<file path="config.mk">
export PLATFORM = sky130hd
export DESIGN_NAME = prio_irq_ctrl
export DESIGN_NICKNAME = d
export VERILOG_FILES = /design/src/rtl/irqc_pkg.sv /design/src/rtl/irqc_arbiter.sv /design/src/rtl/irqc_stack.sv /design/src/rtl/prio_irq_ctrl.sv
export SDC_FILE = /design/constraint.sdc
export NUM_CORES = 1
export LEC_CHECK = 0
export ABC_AREA = 1
export BUFFER_PORTS_ARGS = -buffer_cell sky130_fd_sc_hd__buf_2
export CELL_PAD_IN_SITES_DETAIL_PLACEMENT = 1
export CELL_PAD_IN_SITES_GLOBAL_PLACEMENT = 1
export CORE_ASPECT_RATIO = 1.75
export CORE_MARGIN = 2
export CORE_UTILIZATION = 44
export CTS_CLUSTER_DIAMETER = 50
export DETAILED_ROUTE_END_ITERATION = 10
export MAX_ROUTING_LAYER = met4
export PLACE_DENSITY_LB_ADDON = 0.08
export SLEW_MARGIN = 20
export SYNTH_ARGS = -nofsm -noshare
export SYNTH_HDL_FRONTEND = slang
export SYNTH_HIERARCHICAL = 1
export SYNTH_SLANG_ARGS = --single-unit
</file>
<file path="constraint.sdc">
create_clock -name clk -period 11.4 [get_ports clk]
set_input_delay 3.42 -clock clk [delete_from_list [all_inputs] [get_ports clk]]
set_output_delay 3.42 -clock clk [all_outputs]
set_load 0.005 [all_outputs]
</file>
<file path="src/rtl/irqc_pkg.sv">
package irqc_pkg;

    typedef enum logic [1:0] {
        SEL_PRIO   = 2'd0,
        SEL_ENABLE = 2'd1,
        SEL_GROUP  = 2'd2,
        SEL_THRESH = 2'd3
    } cfg_sel_e;

endpackage

</file>
<file path="src/rtl/irqc_arbiter.sv">
module irqc_arbiter #(
    parameter int NUM_IRQ   = 8,
    parameter int PRIO_BITS = 4,
    localparam int IDX_W    = (NUM_IRQ > 1) ? $clog2(NUM_IRQ) : 1
) (
    input  logic [NUM_IRQ-1:0][PRIO_BITS-1:0] prio,
    input  logic [NUM_IRQ-1:0]                elig,
    output logic                              found,
    output logic [IDX_W-1:0]                  win_id,
    output logic [PRIO_BITS-1:0]              win_prio
);

    // ascending scan with strict compare: equal levels keep the lower number
    always_comb begin
        found    = 1'b0;
        win_id   = '0;
        win_prio = '1;
        for (int i = 0; i < NUM_IRQ; i++) begin
            if (elig[i] && (!found || (prio[i] < win_prio))) begin
                found    = 1'b1;
                win_id   = IDX_W'(i);
                win_prio = prio[i];
            end
        end
    end

endmodule

</file>
<file path="src/rtl/irqc_stack.sv">
module irqc_stack #(
    parameter int PRIO_BITS   = 4,
    parameter int STACK_DEPTH = 16,
    localparam int AW = (STACK_DEPTH > 1) ? $clog2(STACK_DEPTH) : 1,
    localparam int CW = $clog2(STACK_DEPTH + 1)
) (
    input  logic                 clk,
    input  logic                 rst_n,
    input  logic                 push,
    input  logic                 pop,
    input  logic [PRIO_BITS-1:0] push_prio,
    output logic [PRIO_BITS-1:0] top_prio,
    output logic                 empty
);

    localparam logic [CW-1:0] FULL = CW'(STACK_DEPTH);

    typedef struct packed {
        logic [STACK_DEPTH-1:0][PRIO_BITS-1:0] mem;
        logic [CW-1:0]                         cnt;
    } stk_t;

    stk_t s_d, s_q;

    logic          do_pop, do_push;
    logic [AW-1:0] top_idx, next_idx;

    assign top_idx  = AW'(s_q.cnt - 1'b1);
    assign next_idx = AW'(s_q.cnt);
    assign empty    = (s_q.cnt == '0);
    assign top_prio = empty ? '0 : s_q.mem[top_idx];

    always_comb begin
        s_d     = s_q;
        do_pop  = pop && !empty;
        do_push = push && ((s_q.cnt != FULL) || do_pop);
        if (do_pop && do_push) begin
            s_d.mem[top_idx] = push_prio;
        end else if (do_pop) begin
            s_d.cnt = s_q.cnt - 1'b1;
        end else if (do_push) begin
            s_d.mem[next_idx] = push_prio;
            s_d.cnt           = s_q.cnt + 1'b1;
        end
    end

    always_ff @(posedge clk) begin
        if (!rst_n) begin
            s_q <= '0;
        end else begin
            s_q <= s_d;
        end
    end

endmodule

</file>
<file path="src/rtl/prio_irq_ctrl.sv">
module prio_irq_ctrl
    import irqc_pkg::*;
#(
    parameter int NUM_IRQ     = 8,
    parameter int PRIO_BITS   = 4,
    parameter int STACK_DEPTH = 16,
    localparam int IDX_W      = (NUM_IRQ > 1) ? $clog2(NUM_IRQ) : 1
) (
    input  logic               clk,
    input  logic               rst_n,
    input  logic [NUM_IRQ-1:0] irq_req,
    input  logic               cfg_we,
    input  logic [1:0]         cfg_sel,
    input  logic [IDX_W-1:0]   cfg_idx,
    input  logic [7:0]         cfg_wdata,
    output logic [7:0]         cfg_rdata,
    output logic               irq_valid,
    output logic [IDX_W-1:0]   irq_id,
    output logic [7:0]         irq_prio,
    input  logic               cpu_ack,
    input  logic               cpu_eoi,
    output logic               run_idle,
    output logic [7:0]         run_prio
);

    localparam int GW    = $clog2(PRIO_BITS + 1);
    localparam int LOW_W = 8 - PRIO_BITS;

    localparam logic [GW-1:0]    GRP_MAX  = GW'(PRIO_BITS);
    localparam logic [7:0]       GRP_MAX8 = 8'(PRIO_BITS);
    localparam logic [IDX_W:0]   NUM_L    = (IDX_W + 1)'(NUM_IRQ);

    typedef struct packed {
        logic [NUM_IRQ-1:0][PRIO_BITS-1:0] prio;
        logic [NUM_IRQ-1:0]                en;
        logic [NUM_IRQ-1:0]                pend;
        logic [GW-1:0]                     grp;
        logic [PRIO_BITS-1:0]              thr;
        logic                              valid;
        logic [IDX_W-1:0]                  id;
        logic [PRIO_BITS-1:0]              sprio;
    } state_t;

    state_t st_d, st_q;

    logic [NUM_IRQ-1:0]   elig;
    logic                 found;
    logic [IDX_W-1:0]     win_id;
    logic [PRIO_BITS-1:0] win_prio;
    logic [PRIO_BITS-1:0] top_prio;
    logic                 stk_empty;
    logic                 ack_fire, eoi_fire, may_offer, idx_ok;
    logic [NUM_IRQ-1:0]   ack_clr;
    cfg_sel_e             sel;

    // signals brought out for the bound checker
    logic [GW-1:0]        grp_w;
    logic [PRIO_BITS-1:0] thr_w;
    logic [PRIO_BITS-1:0] top_w;
    assign grp_w = st_q.grp;
    assign thr_w = st_q.thr;
    assign top_w = top_prio;

    assign sel    = cfg_sel_e'(cfg_sel);
    assign idx_ok = ({1'b0, cfg_idx} < NUM_L);

    // per-line gating: pending, enabled and not masked by the threshold
    for (genvar g = 0; g < NUM_IRQ; g++) begin : g_elig
        assign elig[g] = st_q.pend[g] && st_q.en[g] &&
                         ((st_q.thr == '0) || (st_q.prio[g] < st_q.thr));
    end

    irqc_arbiter #(
        .NUM_IRQ  (NUM_IRQ),
        .PRIO_BITS(PRIO_BITS)
    ) u_arb (
        .prio    (st_q.prio),
        .elig    (elig),
        .found   (found),
        .win_id  (win_id),
        .win_prio(win_prio)
    );

    assign ack_fire = cpu_ack && st_q.valid;
    assign eoi_fire = cpu_eoi && !stk_empty;

    irqc_stack #(
        .PRIO_BITS  (PRIO_BITS),
        .STACK_DEPTH(STACK_DEPTH)
    ) u_stk (
        .clk      (clk),
        .rst_n    (rst_n),
        .push     (ack_fire),
        .pop      (cpu_eoi),
        .push_prio(st_q.sprio),
        .top_prio (top_prio),
        .empty    (stk_empty)
    );

    // nesting is decided by the preemption field alone
    assign may_offer = found &&
                       (stk_empty || ((win_prio >> st_q.grp) < (top_prio >> st_q.grp)));

    always_comb begin
        ack_clr = '0;
        if (ack_fire) begin
            ack_clr[st_q.id] = 1'b1;
        end
    end

    always_comb begin
        st_d      = st_q;
        st_d.pend = (st_q.pend | irq_req) & ~ack_clr;
        if (cfg_we) begin
            unique case (sel)
                SEL_PRIO: begin
                    if (idx_ok) st_d.prio[cfg_idx] = cfg_wdata[7 -: PRIO_BITS];
                end
                SEL_ENABLE: begin
                    if (idx_ok) st_d.en[cfg_idx] = cfg_wdata[0];
                end
                SEL_GROUP: begin
                    st_d.grp = (cfg_wdata > GRP_MAX8) ? GRP_MAX : cfg_wdata[GW-1:0];
                end
                SEL_THRESH: begin
                    st_d.thr = cfg_wdata[7 -: PRIO_BITS];
                end
                default: ;
            endcase
        end
        // a stale offer must not survive an acknowledge or a level change
        st_d.valid = may_offer && !ack_fire && !eoi_fire;
        st_d.id    = win_id;
        st_d.sprio = win_prio;
    end

    always_ff @(posedge clk) begin
        if (!rst_n) begin
            st_q <= '0;
        end else begin
            st_q <= st_d;
        end
    end

    always_comb begin
        cfg_rdata = '0;
        unique case (sel)
            SEL_PRIO:   if (idx_ok) cfg_rdata = 8'(st_q.prio[cfg_idx]) << LOW_W;
            SEL_ENABLE: if (idx_ok) cfg_rdata = {7'd0, st_q.en[cfg_idx]};
            SEL_GROUP:  cfg_rdata = 8'(st_q.grp);
            SEL_THRESH: cfg_rdata = 8'(st_q.thr) << LOW_W;
            default:    cfg_rdata = '0;
        endcase
    end

    assign irq_valid = st_q.valid;
    assign irq_id    = st_q.id;
    assign irq_prio  = 8'(st_q.sprio) << LOW_W;
    assign run_idle  = stk_empty;
    assign run_prio  = 8'(top_prio) << LOW_W;

endmodule

</file>
# == Word-level counts from Yosys, hierarchy flattened ==
# Index checks and enable logic that the tools add are counted.
# classes
add_sub_neg,2
bitwise_logic,4
n_shift,2
muxes,51
reduce_logical,72
n_lt_le_gt_ge,25
n_eq_ne,5
# ops
operator,count
$bwmux 64,2
$mux 64,2
$mux 69,1
$lt 4x4->1,16
$mux 4,14
$logic_and 1x1->1,34
$bwmux 32,1
$demux 4 s4,2
$pmux 8 s4,1
$logic_or 1x1->1,17
$bmux 4 s4,1
$mux 3,5
$bmux 4 s3,1
$demux 4 s3,1
$mux 1,12
$reduce_and 2->1,6
$logic_not 1->1,10
$lt 4x5->1 const B,2
$and 8x8->8,1
$bwmux 8,1
$ge 4x1->1 const B,2
$gt 8x3->1 const B,1
$lt 3x4->1 const B,2
$mux 8,1
19 further kinds,25
# totals
register_bits,132
word_cells,193

# == Logic depth before layout (Yosys ltp) ==
# logic_depth
ltp_word,38
ltp_mapped,84
mapped_depth_nobuf,83

# == Hierarchy ==
# The synthesis kept the hierarchy.
# modules_own_cells
module,seq_area_each_um2,instances,cells_each,area_per_inst_um2
irqc_stack,1381.3,1,630,4102.7
prio_irq_ctrl,1261.2,1,514,3565.9
irqc_arbiter,0.0,1,238,1188.6

# == Least setup slack after synthesis ==
# OpenSTA, ideal clock, no wires.
# synth_path
path_kind,flip-flop to flip-flop
from,register st_q (netlist bit thr_w[1])
to,register st_q (netlist bit irq_valid)
path_buffers,1
t_arrival_ps,8258
t_required_ps,11330
period_less_slack_ps,8328
slack_ps,3072
stages_incl_launch_ff,65
path_cell_list,dfxtp_1 > inv_1 > ha_1 > o21a_1 > o211ai_1 > a21oi_1 > nor2_1 > buf_4 > inv_1 > nor2_1 > ha_1 > inv_1 > o21bai_1 > inv_1 > nand2_2 > nand2_4 > nand2_4 > o21ai_0 > [29 not listed] > nand2_1 > nand2_2 > nand2_4 > o21ai_0 > ha_1 > a21oi_1 > nand2_1 > nand2_2 > nand2_4 > nand2_1 > nand2_1 > nand2_1 > nor2_1 > ha_1 > a211o_1 > inv_1 > nand2_1 > a21oi_1
# synth_rtl
item,line,text
start: declaration,prio_irq_ctrl.sv:44,"state_t st_d, st_q;"
start signal: assignment,prio_irq_ctrl.sv:141,st_q <= st_d;

==> impl_results.md <==
* H-tree Lvls at 4
* First-pass GRT wire length at 50.9 mm
* IO Count at 55
* Final worst path period need at 10120 ps
* Reg area at 0.00264 mm^2
* Post-CTS setup buffer count at 0
* Peak supply drop at 0.222 mV
* Port Buffers at 45
* Hold-fix buffers at CTS at 0
* Finished Cell Area at 0.00966 mm^2
* Remaining DRCs at 0
* Share of power burned in registers at 0.283
* Tcrit/Tclk final at 0.888
* Number of instances in the placed design at 1623
* Mapped Cells at 1382
* Via count at 9374
* Switching share of power at 0.437
* Outcome: complete, no violations
* Clock transition at path regs at 60 ps
* DRT antenna net count at 0
* Seq/Total Area, Yosys at 0.298
* RSZ-0062 raised after global routing: false
* FP Rows at 68
* Multi-input gate area at 0.00540 mm^2
* Leakage power at 4.34 nW
* Setup tns final at 0 ps
* Simple-Gate Fraction of Synth Area at 0.379
* PD cells at 182 mW/mm^2
* Worst hold slack at 479 ps
* Post-synthesis cell type count at 45
* Sw power at 0.000770 W
* Crit path DAT at 10490 ps
* CP max stage delay at 470 ps
* Post-synth ARST share at 0
* Endpoints failing setup at 0
* Die Ht at 192 um
* Num CTS Buffers at 17
* Max Freq at 98.8 MHz
* Worst Skew at 9.47 ps
* Die width at 111 um
* Initial Util at 0.449
* Nets at 1468
* Total of max-cap violations at 0
* N_diodes at 0
* Total Routed Length at 32.2 mm
* Slowest-stage cell, CP: nor2_1
* Layout Utilization at 0.489
* RD Place Congestion at 0.901
* P_int at 0.000991 W
* DPL Wire Length at 24.0 mm
* GRT Total Usage at 0.315
* Via-to-Cell Ratio at 5.67
* Total gr overflow at 0
* Most frequent cells in the layout: nand2_1 (330), nor2_1 (194), nand3_1 (158)
* Xor-xnor portion of the synthesized cell area at 0.00396
* CTS tree: built
* Root Driver: clkbuf_16
* Final slew viol count at 0
* Relative slew slack at 0.427
* Synth Area in Adders at 0.0636
* Initial antenna violation count at 0
* Core Area at 0.0197 mm^2
* Initial drt markers at 379
* Post-synthesis cell area at 0.00886 mm^2
* Share of layout cells above drive strength 1 at 0.115
* Clock tree buffer depth at 2
* Synthesis Warnings at 6
* Crit-path max FO at 10
* Hold Path Class: reg -> reg
* Portion of netlist area occupied by mux cells at 0
* CTS sink cnt at 132
* # fillers at 2709
* Clock power frac at 0.307
* #FFs+latches synth at 132
* # resized after CTS at 0
* Die Area at 0.0213 mm^2
* DRT Pass-1 Iters at 4
* Compound-cell area share of the yosys netlist at 0.159
* Post-route insts no fill at 1654
* Vias in the first global route at 9750
* Area delta synth->final at 9.03%
* Drt wl/cell at 19.5 um
* Avg Inst Size Synth at 6.41 um^2
* Worst-margin pin slew at 859 ps
* Post-synth EDFFs at 0
* Kind of start point of the critical path: register
* Kind of critical path: reg -> reg
* Top FF cell, synth: dfxtp_1
* CP Data Required Time at 11770 ps
* Cell mode on critical path: nand2_1
* Final hold vios at 0
* Placed Instance Area at 0.00909 mm^2
* Most common cell after layout, fill and taps aside: nand2_1
* Clk_lat worst skew at 440 ps
* CP Capture Type: register
* Largest family of logic cells by synthesized area: simple AND/OR/NAND/NOR gates
* Pin count of the biggest net entering global routing at 74
* Logic pwr share at 0.410
Yosys cell counts (15+ instances only):
cell type | number | area (um^2)
nand2_1 | 330 | 1240
a21oi_1 | 117 | 586
o21ai_0 | 74 | 370
nor2_1 | 194 | 728
nand4_1 | 22 | 138
ha_1 | 45 | 563
inv_1 | 114 | 428
buf_4 | 18 | 135
clkbuf_1 | 15 | 56.3
nand3_1 | 158 | 791
o22ai_1 | 15 | 93.8
nand2_2 | 29 | 181
dfxtp_1 | 132 | 2640
per-stage QoR:
step,setup slack [ps],total power (W)
after global routing,310,0.00185
after floorplan,3070,0.00101
after CTS,1260,0.00176
final,1280,0.00176
after global placement,1660,0.00121
after detailed placement,1300,0.00122
layer usage:
layer,global-route usage,share of wire
met1,0.294,0.36
met4,0.207,0.066
met5,-,0
met2,0.599,0.54
met3,0.0376,0.026
worst max-delay path, delay by kind of cell, from the launching register on:
kind,cells,cell delay [ps]
compound gates,15,3200
simple gates,34,3160
fa+ha+maj,9,2560
buf+inv,9,720
flops,1,390
cell type report:
cell class,instances,share of cell area
well taps,245,0.0317
flip-flops and latches,132,0.274
clock inverters,14,0.0145
inverters,127,0.0494
repair buffers,50,0.0275
multi-input cells,1069,0.559
clock buffers,17,0.0441
state kept, by name, indices dropped and copies added (netlist names):
name and cells:
grp_w 3, irq_valid 1, irq_prio 4, u_stk/s_q 65
u_stk/next_idx 4, thr_w 4, st_q 48, irq_id 3
kinds of logic after synthesis:
family / Yosys count
AO/OA/AOI/OAI: 251
XOR/XNOR: 4
adder cells (fa/ha/maj): 45
buffers and inverters: 189
flip-flops: 132
other: 1
AND/OR/NAND/NOR: 760
power groups by stage:
stage               logic (W)  registers (W)  clock network, W
finish               0.000722       0.000497          0.000541
global route         0.000789       0.000499          0.000564
CTS                  0.000716       0.000497          0.000549
detailed placement   0.000710       0.000507                 0
global placement     0.000701       0.000507                 0
floorplan            0.000519       0.000496                 0
worst paths after layout:
check                     start            end  slack (ps)  cells past startpoint
setup / recovery       thr_w[1]      irq_valid        1280                     67
hold / removal    u_stk/s_q[68]  u_stk/s_q[68]         480                      2
setup reg to reg       thr_w[1]      irq_valid        1280                     67
hold reg to reg   u_stk/s_q[68]  u_stk/s_q[68]         480                      2
(Power assumes the default switching activity.)
